## src/rtl/exc_pkg.sv

```systemverilog
package exc_pkg;
  // processor-state field positions
  localparam int unsigned ST_IE_BIT  = 0;
  localparam int unsigned ST_EXL_BIT = 1;
  localparam int unsigned ST_UM_BIT  = 4;
  // shared position of mask (state) and pending (reason) fields
  localparam int unsigned IRQ_LO     = 8;
  // exception-reason field positions
  localparam int unsigned CA_CODE_LO = 2;
  localparam int unsigned CA_CODE_W  = 5;
  localparam int unsigned CA_BD_BIT  = 31;

  localparam logic [4:0] RN_BADADDR = 5'd8;
  localparam logic [4:0] RN_COUNT   = 5'd9;
  localparam logic [4:0] RN_COMPARE = 5'd11;
  localparam logic [4:0] RN_STATE   = 5'd12;
  localparam logic [4:0] RN_REASON  = 5'd13;
  localparam logic [4:0] RN_RETPC   = 5'd14;

  typedef enum logic [4:0] {
    EC_INTR   = 5'd0,
    EC_ADR_LD = 5'd4,
    EC_ADR_ST = 5'd5,
    EC_BUS_I  = 5'd6,
    EC_BUS_D  = 5'd7,
    EC_SYSC   = 5'd8,
    EC_BRKP   = 5'd9,
    EC_RSVD   = 5'd10,
    EC_OVFL   = 5'd12
  } exc_code_e;
endpackage

```

## src/rtl/exc_state_reg.sv

```systemverilog
module exc_state_reg #(
  parameter int unsigned NUM_IRQ = 8
) (
  input  logic               clk,
  input  logic               rst_n,
  input  logic               wr_en,
  input  logic [NUM_IRQ-1:0] wr_mask,
  input  logic               wr_exl,
  input  logic               wr_ie,
  input  logic               exc_enter,
  input  logic               exc_return,
  output logic [NUM_IRQ-1:0] mask_q,
  output logic               exl_q,
  output logic               ie_q
);
  logic [NUM_IRQ-1:0] mask_d;
  logic               exl_d;
  logic               ie_d;
  logic               upd_en;

  assign upd_en = exc_enter | wr_en | exc_return;

  always_comb begin
    mask_d = mask_q;
    exl_d  = exl_q;
    ie_d   = ie_q;
    if (exc_enter) begin
      exl_d = 1'b1;
    end else begin
      if (wr_en) begin
        mask_d = wr_mask;
        exl_d  = wr_exl;
        ie_d   = wr_ie;
      end
      if (exc_return) exl_d = 1'b0;
    end
  end

  always_ff @(posedge clk or negedge rst_n) begin
    if (!rst_n) begin
      mask_q <= '0;
      exl_q  <= 1'b0;
      ie_q   <= 1'b0;
    end else if (upd_en) begin
      mask_q <= mask_d;
      exl_q  <= exl_d;
      ie_q   <= ie_d;
    end
  end


  entry_sets_exl_chk: assert property (@(posedge clk) disable iff (!rst_n)
    exc_enter |=> (exl_q && ie_q == $past(ie_q) && mask_q == $past(mask_q)));

  return_clears_exl_chk: assert property (@(posedge clk) disable iff (!rst_n)
    (exc_return && !exc_enter) |=> !exl_q);
endmodule

```

## src/rtl/exc_reason_reg.sv

```systemverilog
module exc_reason_reg #(
  parameter int unsigned NUM_IRQ = 8,
  parameter int unsigned CODE_W  = 5
) (
  input  logic               clk,
  input  logic               rst_n,
  input  logic               wr_en,
  input  logic [NUM_IRQ-1:0] wr_pend,
  input  logic [NUM_IRQ-1:0] irq_req,
  input  logic               exc_enter,
  input  logic [CODE_W-1:0]  exc_code,
  input  logic               exc_bd,
  output logic [NUM_IRQ-1:0] pend_q,
  output logic [CODE_W-1:0]  code_q,
  output logic               bd_q
);
  logic [NUM_IRQ-1:0] pend_d;
  logic [CODE_W-1:0]  code_d;
  logic               bd_d;

  // live request lines always win over the software value
  always_comb begin
    pend_d = irq_req | (wr_en ? wr_pend : pend_q);
    code_d = exc_enter ? exc_code : code_q;
    bd_d   = exc_enter ? exc_bd   : bd_q;
  end

  always_ff @(posedge clk or negedge rst_n) begin
    if (!rst_n) begin
      pend_q <= '0;
      code_q <= '0;
      bd_q   <= 1'b0;
    end else begin
      pend_q <= pend_d;
      if (exc_enter) begin
        code_q <= code_d;
        bd_q   <= bd_d;
      end
    end
  end


  req_latched_chk: assert property (@(posedge clk) disable iff (!rst_n)
    (irq_req != '0) |=> ((pend_q & $past(irq_req)) == $past(irq_req)));

  code_hold_chk: assert property (@(posedge clk) disable iff (!rst_n)
    !exc_enter |=> (code_q == $past(code_q) && bd_q == $past(bd_q)));
endmodule

```

## src/rtl/exc_retpc_reg.sv

```systemverilog
module exc_retpc_reg #(
  parameter int unsigned ADDR_W  = 32,
  parameter int unsigned CODE_W  = 5,
  parameter int unsigned INSN_SZ = 4
) (
  input  logic              clk,
  input  logic              rst_n,
  input  logic              wr_en,
  input  logic [ADDR_W-1:0] wr_data,
  input  logic              exc_enter,
  input  logic [CODE_W-1:0] exc_code,
  input  logic [ADDR_W-1:0] victim_pc,
  output logic [ADDR_W-1:0] epc_q
);
  localparam logic [ADDR_W-1:0] STEP = ADDR_W'(INSN_SZ);

  logic [ADDR_W-1:0] epc_d;
  logic              is_intr;

  assign is_intr = (exc_code == exc_pkg::EC_INTR);

  always_comb begin
    epc_d = epc_q;
    if (exc_enter)  epc_d = is_intr ? (victim_pc + STEP) : victim_pc;
    else if (wr_en) epc_d = wr_data;
  end

  always_ff @(posedge clk or negedge rst_n) begin
    if (!rst_n)                epc_q <= '0;
    else if (exc_enter | wr_en) epc_q <= epc_d;
  end


  intr_next_pc_chk: assert property (@(posedge clk) disable iff (!rst_n)
    (exc_enter && exc_code == '0) |=> (epc_q == $past(victim_pc) + STEP));

  trap_same_pc_chk: assert property (@(posedge clk) disable iff (!rst_n)
    (exc_enter && exc_code != '0) |=> (epc_q == $past(victim_pc)));
endmodule

```

## src/rtl/exc_ctrl_unit.sv

```systemverilog
module exc_ctrl_unit #(
  parameter int unsigned       NUM_IRQ   = 8,
  parameter int unsigned       INSN_SZ   = 4,
  parameter logic [31:0]       VEC_ADDR  = 32'h8000_0180
) (
  input  logic               clk,
  input  logic               rst_n,
  input  logic               exc_enter,
  input  logic [4:0]         exc_code,
  input  logic               exc_bd,
  input  logic [31:0]        victim_pc,
  input  logic               exc_return,
  input  logic [NUM_IRQ-1:0] irq_req,
  input  logic               wr_en,
  input  logic [4:0]         wr_num,
  input  logic [31:0]        wr_data,
  input  logic [4:0]         rd_num,
  output logic [31:0]        rd_data,
  output logic               irq_take,
  output logic [31:0]        handler_vec,
  output logic [31:0]        ret_addr
);
  import exc_pkg::*;

  localparam int unsigned IRQ_HI = IRQ_LO + NUM_IRQ - 1;
  localparam int unsigned CODE_HI = CA_CODE_LO + CA_CODE_W - 1;

  logic [1:0]          rst_sync_q;
  logic                rst_int_n;
  logic                wr_state, wr_reason, wr_retpc;
  logic [NUM_IRQ-1:0]  mask_q, pend_q;
  logic                exl_q, ie_q, bd_q;
  logic [CA_CODE_W-1:0] code_q;
  logic [31:0]         epc_q;
  logic [31:0]         state_word, reason_word;

  // asynchronous assertion, synchronous release
  always_ff @(posedge clk or negedge rst_n) begin
    if (!rst_n) rst_sync_q <= 2'b00;
    else        rst_sync_q <= {rst_sync_q[0], 1'b1};
  end
  assign rst_int_n = rst_sync_q[1];

  assign wr_state  = wr_en && (wr_num == RN_STATE);
  assign wr_reason = wr_en && (wr_num == RN_REASON);
  assign wr_retpc  = wr_en && (wr_num == RN_RETPC);

  exc_state_reg #(.NUM_IRQ(NUM_IRQ)) u_state (
    .clk(clk), .rst_n(rst_int_n), .wr_en(wr_state),
    .wr_mask(wr_data[IRQ_HI:IRQ_LO]), .wr_exl(wr_data[ST_EXL_BIT]),
    .wr_ie(wr_data[ST_IE_BIT]), .exc_enter(exc_enter), .exc_return(exc_return),
    .mask_q(mask_q), .exl_q(exl_q), .ie_q(ie_q)
  );

  exc_reason_reg #(.NUM_IRQ(NUM_IRQ), .CODE_W(CA_CODE_W)) u_reason (
    .clk(clk), .rst_n(rst_int_n), .wr_en(wr_reason),
    .wr_pend(wr_data[IRQ_HI:IRQ_LO]), .irq_req(irq_req),
    .exc_enter(exc_enter), .exc_code(exc_code), .exc_bd(exc_bd),
    .pend_q(pend_q), .code_q(code_q), .bd_q(bd_q)
  );

  exc_retpc_reg #(.ADDR_W(32), .CODE_W(CA_CODE_W), .INSN_SZ(INSN_SZ)) u_retpc (
    .clk(clk), .rst_n(rst_int_n), .wr_en(wr_retpc), .wr_data(wr_data),
    .exc_enter(exc_enter), .exc_code(exc_code), .victim_pc(victim_pc),
    .epc_q(epc_q)
  );

  always_comb begin
    state_word                    = '0;
    state_word[IRQ_HI:IRQ_LO]     = mask_q;
    state_word[ST_UM_BIT]         = 1'b1;
    state_word[ST_EXL_BIT]        = exl_q;
    state_word[ST_IE_BIT]         = ie_q;
    reason_word                   = '0;
    reason_word[CA_BD_BIT]        = bd_q;
    reason_word[IRQ_HI:IRQ_LO]    = pend_q;
    reason_word[CODE_HI:CA_CODE_LO] = code_q;
  end

  always_comb begin
    case (rd_num)
      RN_STATE:  rd_data = state_word;
      RN_REASON: rd_data = reason_word;
      RN_RETPC:  rd_data = epc_q;
      default:   rd_data = '0;
    endcase
  end

  assign irq_take    = ie_q & ~exl_q & (|(pend_q & mask_q));
  assign handler_vec = VEC_ADDR;
  assign ret_addr    = epc_q;


  no_take_in_handler_chk: assert property (@(posedge clk) disable iff (!rst_int_n)
    $past(exc_enter) |-> !irq_take);
endmodule

```

## config.mk

```make
export PLATFORM = sky130hd
export DESIGN_NAME = exc_ctrl_unit
export DESIGN_NICKNAME = d
export VERILOG_FILES = /design/src/rtl/exc_pkg.sv /design/src/rtl/exc_state_reg.sv /design/src/rtl/exc_reason_reg.sv /design/src/rtl/exc_retpc_reg.sv /design/src/rtl/exc_ctrl_unit.sv
export SDC_FILE = /design/constraint.sdc
export NUM_CORES = 1
export LEC_CHECK = 0
export ABC_AREA = 0
export BUFFER_PORTS_ARGS = -buffer_cell sky130_fd_sc_hd__buf_2
export CAP_MARGIN = 15
export CORE_MARGIN = 1
export CORE_UTILIZATION = 45
export DETAILED_ROUTE_END_ITERATION = 8
export GPL_TIMING_DRIVEN = 0
export PLACE_DENSITY = 0.77
export SLEW_MARGIN = 20
export SYNTH_ARGS = -nofsm -noshare
export SYNTH_HDL_FRONTEND = slang
export SYNTH_SLANG_ARGS = --single-unit
```

## constraint.sdc

```tcl
create_clock -name clk -period 2.3 [get_ports clk]
set_input_delay 0.46 -clock clk [delete_from_list [all_inputs] [get_ports clk]]
set_output_delay 0.46 -clock clk [all_outputs]
set_load 0.05 [all_outputs]
```

* Word level (Yosys, flattened, before mapping)
Index checks and enable logic that the tools add are counted.
Widths: inputs -> output; s select.
** Word-level totals
- Register bits after elaboration :: 58
- Output and inout port bits :: 97
- Logic and storage cells :: 42
** Cells by class
- Add/sub/neg operators :: 1
- Equal/unequal tests :: 6
- Muxes and demuxes :: 8
- Bitwise operators :: 9
- Reductions and logical operators :: 10
** Operators by type and width (count)
- $mux 32 :: 3
- $pmux 32 s3 :: 1
- $add 32x3->32 const B :: 1
- $eq 5x4->1 const B :: 6
- $and 8x8->8 :: 1
- $mux 8 :: 1
- $or 8x8->8 :: 1
- $reduce_or 8->1 :: 1
- $logic_not 5->1 :: 1
- $reduce_and 2->1 :: 2
- $logic_and 1x1->1 :: 3
- $mux 1 :: 3
- $or 1x1->1 :: 3
- $reduce_and 3->1 :: 1
- $reduce_bool 3->1 :: 1
- $and 1x1->1 :: 2
- $not 1->1 :: 2
- $reduce_bool 2->1 :: 1

* Longest topological paths before layout
Gate-level depths: netlist of run 1.
- Depth after elaboration :: 5
- Mapped depth :: 7
- Mapped depth without buffers :: 6

* By module
A second synthesis of run 1 with hierarchy kept.
** Second synthesis, totals
- Cell total of the unflattened synthesis :: 429
- Area total of the unflattened synthesis :: 4057.6 um^2
** By module, submodules not included
- exc_retpc_reg :: times used 1, cells an instance 247, area an instance 2178.3 um^2
- exc_ctrl_unit :: times used 1, cells an instance 121, area an instance 880.8 um^2
- exc_reason_reg :: times used 1, cells an instance 38, area an instance 561.8 um^2
- exc_state_reg :: times used 1, cells an instance 23, area an instance 436.7 um^2

* Worst setup path after synthesis of run 1
No wires, ideal clock.
- Path type :: input-to-output
- Start point :: input rd_num[1]
- End point :: output rd_data[0]
- Arrival :: 1.909 ns
- Data required time :: 1.840 ns
- Slack :: -0.069 ns
- Cell stages on the path :: 3
- Buffers on the path :: 1
- Cell sequence :: clkbuf_1 mux2i_1 nor3_1
** Between the ends
- Cells in the longest elaborated chain, start to end :: 2
** RTL lines
- from (decl) :: line exc_ctrl_unit.sv:17 : input logic [4:0] rd_num,
- $eq 5x4->1 :: line exc_ctrl_unit.sv:81 : case (rd_num)
- $pmux 32 s3 * :: line exc_ctrl_unit.sv:81
- to (decl) :: line exc_ctrl_unit.sv:18 : output logic [31:0] rd_data,
Mark *: on every way between the ends. The rest lies on a longest branch, timed or not.

* Worst setup path in the final report of run 1
- Start point :: input rd_num[4]
- End point :: output rd_data[28]
The elaborated chain is that of the path after synthesis.

==> results of run 1 <==
[through the flow]
step                      power [uW]  hold slack, ns
after floorplan                 1810           0.164
after global placement          2060           0.245
after detailed placement        2070           0.245
after CTS                       3120           0.294
after global routing            3260           0.304
final                           3120           0.301
[synth_stat cells (11+ instances only)]
cell       n  area [um^2]
and2_1    16          100
xnor2_1   18          158
a211oi_1  26          195
dfrtp_1   58         1450
xor2_1    11         96.3
nor3_1    11         55.1
clkbuf_1  21         78.8
mux2_2    14          158
nand2_1   15         56.3
buf_4     32          240
nor2b_1   35          219
mux2i_1   18          180
nand3_1   13         65.1
nor2_1    27          101
a21oi_1   36          180
[where the power goes]
group / internal [uW] / total [uW] / switching (uW)
combinational: 285 / 874 / 589
clock: 607 / 1050 / 440
sequential: 1110 / 1190 / 85.5
[layer usage]
layer	global-route usage [%]	vias up
li1	-	1850
met1	34.6	1827
met2	42.9	175
met3	4.91	21
met4	9.47	0
met5	0	-
[logic make-up (layout without fill, tap and decap cells)]
group                    after synthesis  count (layout)
AO/OA/AOI/OAI                         88              88
XOR/XNOR                              29              29
adder cells (fa/ha/maj)                1               1
buffers and inverters                 61             236
flip-flops                            58              58
multiplexers                          32              32
other                                  2              33
AND/OR/NAND/NOR                      152             152
[layout make-up]
| class | count | share of cell area (%) |
|---|---|---|
| clock buffers | 9 | 2.38 |
| well taps | 105 | 2.52 |
| inverters | 5 | 0.360 |
| repair buffers | 159 | 15.7 |
| clock inverters | 7 | 1.80 |
| multi-input cells | 335 | 42.6 |
| flip-flops and latches | 58 | 27.9 |
| plain buffers | 56 | 6.74 |
[registers in the layout (all words and copies together), names as in the netlist]
signal,flops
u_state.ie_q,1
u_retpc.epc_q,32
u_reason.code_q,5
rst_sync_q,2
u_state.exl_q,1
u_reason.pend_q,8
u_state.mask_q,8
u_reason.bd_q,1
[critical path, delay by kind of cell]
family / cells / cell delay [ns]
simple gates: 3 / 0.72
buf+inv: 3 / 0.58
[final timing paths]
path | endpoint | depth (start not counted) | slack (ns) | start
worst min register to register | rst_sync_q[1] | 0 | 0.36 | rst_sync_q[0]
worst max-delay path | rd_data[28] | 6 | 0.06 | rd_num[4]
worst max register to register | u_retpc.epc_q[23] | 3 | 1.27 | u_retpc.epc_q[23]
min in group asynchronous | u_reason.pend_q[2] | 0 | 0.40 | rst_sync_q[1]
worst min-delay path | u_reason.pend_q[4] | 2 | 0.30 | irq_req[4]
max in group asynchronous | u_retpc.epc_q[6] | 0 | 1.40 | rst_sync_q[1]
[repair_timing]
item,CTS,global route
gates cloned,0,0
pin swaps,1,0
setup endpoints to repair,39,42
buffers inserted,2,0
endpoints found under the hold margin,2,0
hold buffers,1,0
resized for setup,6,14
==> metrics.csv, run 1 <==
stage,metric,value,unit
sta,hold_viol,0,
cts,clock_path_buffers,2,
sta,period_needed,2.24,ns
sta,relSlewSlack,30.8,%
layout,fin_nets,718,
cts,cts_tree,yes,
layout,seq_area,1460,um^2
yosys,synth_ff_type,dfrtp_1,
sta,period_share,97.3,%
yosys,synth.cell_area,3880,um^2
layout,fillers,740,
route,avgRoutedWirePerCell,16.0,um
global_route,grt_max_degree,57,
sta,rsz0062_at_grt,no,
layout,post-route-util,62.8,%
sta,setup_viol,0,
power_and_ir_drop,leakagePower,0.00239,uW
critical_path,worst_path_max_delay_cell,nor3b_4,
sta,fmax,0.447,GHz
critical_path,worstPathRequired,1.84,ns
power_and_ir_drop,powerDensity,597,nW/um^2
yosys,synthSimpleGateAreaFrac,22.8,%
cts,clk_pin_slew_worst_paths,0.07,ns
layout,final_cell_area,5220,um^2
route,route.detailed.drc,0,
cts,cts_sinks,58,
placed_design,place_congestion,0.868,
floorplanning,core,8300,um^2
sta,skew,0.00407,ns
floorplanning,die_h,94.9,um
floorplanning,die_w,94.9,um
cts,htreeDepth,3,
power_and_ir_drop,ir_drop,0.342,mV
yosys,yosysSeqAreaShare,37.4,%
critical_path,crit_path_end_kind,output pin,
critical_path,arrival,1.78,ns
yosys,synth_fa_ha_area_share,0.322,%
floorplanning,die_area,9000,um^2
run_status,status,"complete, no violations",
cts,cts_root_buf,clkbuf_8,
critical_path,path_class,primary input to output pin,
critical_path,slowest_delay,0.32,ns
route,ant_nets,0,
cts,insertion_delay,0.34,ns
placed_design,place_ws,-0.972,ns
route,met1_length,4980,um
route,met3WireLength,858,um
route,vias,3873,
critical_path,cp_common_cell,buf_2,
sta,drv_slew,0,
yosys,synth-edff-count,0,
placed_design,placed_cells,715,
global_route,grt_overflow,0,
yosys,yosys.cell_types.count,41,
critical_path,path_cells,buf_2 -> nand3b_1 -> nor3b_4 -> buf_2 -> and2_1 -> buf_2,
flow_run,drv_cap,0,
sta,tightest_slew,1.03,ns
yosys,syn_inst,423,
floorplanning,pin_count,190,
global_route,grt_use_total,26.3,%
route,top_signal_layer_used,met4,
layout,drive_gt1_share,38.6,%
yosys,synth.area.mux_share,8.71,%
layout,num_antenna_cells,0,
yosys,syn-mean-instance-area,9.17,um^2
critical_path,startpoint_type,primary input,
yosys,yosysWarnings,0,
layout,multi_input_area,2220,um^2
placed_design,hpwl,8890,um
route,wirelength,11700,um
yosys,synth-seq-cells,58,
yosys,synthXorXnorAreaFrac,6.55,%
floorplanning,initial_core_util,46.8,%
layout,stdcell_count,734,
yosys,synth_compound_area_share,14.6,%
layout,syn2layout_area_growth,34.4,%
route,vias_per_cell,5.28,
global_route,grt_pass1_vias,3631,
sta,finalWorstSetupSlack,0.0613,ns
route,drtIter0Drc,265,
placed_design,io_buffers,156,
route,firstDrtPassIters,4,
yosys,async_reset_ff_share,100,%
floorplanning,row_count,33,
worst_hold_path,hold_path.class,primary input to register,
global_route,grt_pass1_wl,17900,um
placed_design,dpl_cell_area,4920,um^2
global_route,antenna_found_initial,0,
route,met2_length,5630,um
sta,tns,0,ns
layout,layout_common_cells,"153 x buf_2, 57 x dfrtp_1, 36 x a21oi_1",
layout,final_common_cell,buf_2,
critical_path,path_max_fanout,10,
yosys,synth_top_family_by_area,simple AND/OR/NAND/NOR gates,
cts,numCtsBuffers,9,
(Power assumes the default switching activity.)
==> inputs of run 2 (changes only) <==
==> constraint.sdc (replaced) <==
create_clock -name clk -period 2.3 [get_ports clk]
set_input_delay 0.115 -clock clk [delete_from_list [all_inputs] [get_ports clk]]
set_output_delay 0.115 -clock clk [all_outputs]
set_load 0.05 [all_outputs]
==> run 2 against run 1 <==
Against the previous run:
- sequential share of layout area is 0.35 points lower
- power is 2.3% higher
- fmax is 8.5% higher
- first-iteration DRC count stayed put
- combinational power is 2% higher
- cell count is 1.2% higher
- register-to-register slack worse by 0.02 ns
- sequential cell count stayed put
- critical endpoint is now rd_data[26]
- largest power group unchanged
- highest routed layer unchanged
==> metrics.csv, run 2 (synthesis gave the netlist of run 1 again) <==
stage,metric,value,unit,change
run_status,status,"complete, no violations",,
sta,fmax,0.485,GHz,+8.5%
route,firstDrtPassIters,5,,+1
critical_path,regToRegStartpoint,u_retpc.epc_q[10],,
floorplanning,die_w,94.9,um,unchanged
power_and_ir_drop,leakagePower,0.00242,uW,+1.3%
layout,top_register,u_retpc.epc_q,,
power_and_ir_drop,fin_total_pwr,3190,uW,+2.3%
floorplanning,pin_count,190,,unchanged
cts,cts_tree,yes,,
route,route.detailed.drc,0,,unchanged
global_route,grt_pass1_vias,3813,,+5.0%
layout,largest_register_ffs,32,,unchanged
layout,post-route-util,63.6,%,+0.80 points
cts,clock_path_buffers,2,,unchanged
placed_design,place_congestion,0.878,,+1.2%
critical_path,startpoint,rd_num[4],,
power_and_ir_drop,p_sw,1110,uW,unchanged
layout,syn2layout_area_growth,36.1,%,
placed_design,io_buffers,156,,unchanged
floorplanning,die_h,94.9,um,unchanged
sta,period_share,89.7,%,-7.6 points
route,ant_nets,0,,unchanged
route,wirelength,12100,um,+3.1%
layout,seq_area,1460,um^2,unchanged
placed_design,hpwl,9090,um,+2.3%
cts,clk_pin_slew_worst_paths,0.07,ns,about the same
sta,rsz0062_at_grt,no,,
sta,period_needed,2.06,ns,-0.176 ns
cts,post_cts_buffers,0,,-2
layout,multi_input_area,2200,um^2,-0.85%
route,avgRoutedWirePerCell,16.3,um,+1.8%
placed_design,dpl_cell_area,4920,um^2,-0.10%
layout,layout_top_registers,"u_retpc.epc_q x32, u_reason.pend_q x8, u_state.mask_q x8",,
cts,cts_sinks,58,,unchanged
sta,setup_viol,0,,unchanged
sta,drv_slew,0,,unchanged
critical_path,path_max_fanout,10,,unchanged
route,vias,4033,,+4.1%
critical_path,worstPathRequired,2.18,ns,+0.34 ns
layout,layout_common_cells,"156 x buf_2, 57 x dfrtp_1, 36 x a21oi_1",,
global_route,grt_overflow,0,,unchanged
power_and_ir_drop,seq_power_share,37.4,%,-0.9 points
power_and_ir_drop,sw_frac_of_total,34.9,%,-0.81 points
global_route,grt_pass1_wl,18600,um,+4.1%
layout,final_cell_area,5280,um^2,+1.3%
layout,num_antenna_cells,0,,unchanged
floorplanning,die_area,9000,um^2,unchanged
sta,relSlewSlack,38.8,%,+8.0 points
floorplanning,row_count,33,,unchanged
layout,final_common_cell,buf_2,,
cts,numCtsBuffers,9,,unchanged
critical_path,arrival,1.95,ns,+0.17 ns
flow_run,drv_cap,0,,unchanged
power_and_ir_drop,clock_power_share,34.7,%,+1.1 points
critical_path,path_class,primary input to output pin,,
route,drtIter0Drc,265,,unchanged
floorplanning,core,8300,um^2,unchanged
power_and_ir_drop,combPwrFrac,27.9,%,-0.2 points
power_and_ir_drop,internal-power,2070,uW,+3.6%
route,vias_per_cell,5.43,,+2.9%
cts,cts_root_buf,clkbuf_8,,
cts,insertion_delay,0.35,ns,about the same
global_route,grt_max_degree,57,,unchanged
layout,fin_nets,727,,+1.3%
critical_path,crit_path_end_kind,output pin,,
global_route,antenna_found_initial,0,,unchanged
layout,fillers,733,,-0.95%
sta,skew,0.00522,ns,+0.00115 ns
sta,tightest_slew,0.916,ns,-0.113 ns
global_route,grt_use_total,27.5,%,+1.3 points
sta,hold_viol,0,,unchanged
floorplanning,initial_core_util,46.8,%,unchanged
critical_path,startpoint_type,primary input,,
power_and_ir_drop,powerDensity,604,nW/um^2,+1.0%
cts,htreeDepth,3,,unchanged
worst_hold_path,hold_path.class,primary input to register,,
layout,drive_gt1_share,35.9,%,-2.7 points
worst_hold_path,min_from,exc_bd,,
power_and_ir_drop,ir_drop,0.379,mV,+11%
## run 2: changes by cell type in the layout (fill, tap and decap cells not counted), sizes merged
| cell | before | now |
|---|---|---|
| dlygate4sd3 | 1 | 12 |
| clkinv | 3 | 2 |
| buf | 189 | 191 |
| clkbuf | 34 | 33 |
| clkinvlp | 2 | 0 |
## run 2: timing repair
item / 4_1_cts / 5_1_grt
resized for setup: 0 / 1
setup endpoints to repair: 0 / 10
hold buffers: 12 / 0
hold endpoints to repair: 13 / 0
## run 2: stage by stage
step                      hold WS, ns  TNS, ns  cells  setup WS, ns
after floorplan                -0.181        0    454         0.336
after global placement         -0.100    -8.66    715        -0.320
after detailed placement      -0.0980  -0.0474    715       -0.0200
after CTS                     0.00407        0    743        0.0398
after global routing           0.0205        0    743       0.00275
final                          0.0127        0    743         0.237
## run 2: routing by layer
metal,part of all wire [%],global-route usage (%),up-vias
met4,3.1,12.4,0
met2,48,45.6,216
met1,42,35.3,1912
met5,0,0,-
li1,-,-,1867
met3,7.1,4.27,38
## run 2: cell type report
cell class | count | area share (%)
buffer | 56 | 6.54
clock inverter | 4 | 1.40
multi-input combinational | 335 | 41.7
tap | 105 | 2.49
clock buffer | 12 | 2.94
timing repair buffer | 168 | 17.1
sequential | 58 | 27.6
inverter | 5 | 0.355
## run 2: power groups by stage
stage | clock (uW) | combinational (uW) | sequential, uW
finish | 1110 | 889 | 1190
global route | 1150 | 947 | 1210
CTS | 1110 | 883 | 1190
detailed placement | 0 | 863 | 1210
global placement | 0 | 850 | 1210
floorplan | 0 | 435 | 1380
## run 2: worst paths after layout
path / to / slack [ns] / depth (start not counted)
setup / recovery: rd_data[26] / 0.24 / 6
hold reg to reg: rst_sync_q[1] / 0.36 / 0
min in group asynchronous: rst_sync_q[1] / 0.08 / 2
hold / removal: u_reason.bd_q / 0.01 / 2
setup reg to reg: u_retpc.epc_q[10] / 1.25 / 3
max in group asynchronous: u_retpc.epc_q[25] / 1.40 / 0
## run 2: critical path: stages
cell and delay (ns):
buf_2 0.09, nand3b_1 0.41, nor3b_4 0.52, clkbuf_1 0.36, and2_1 0.18, buf_2 0.25
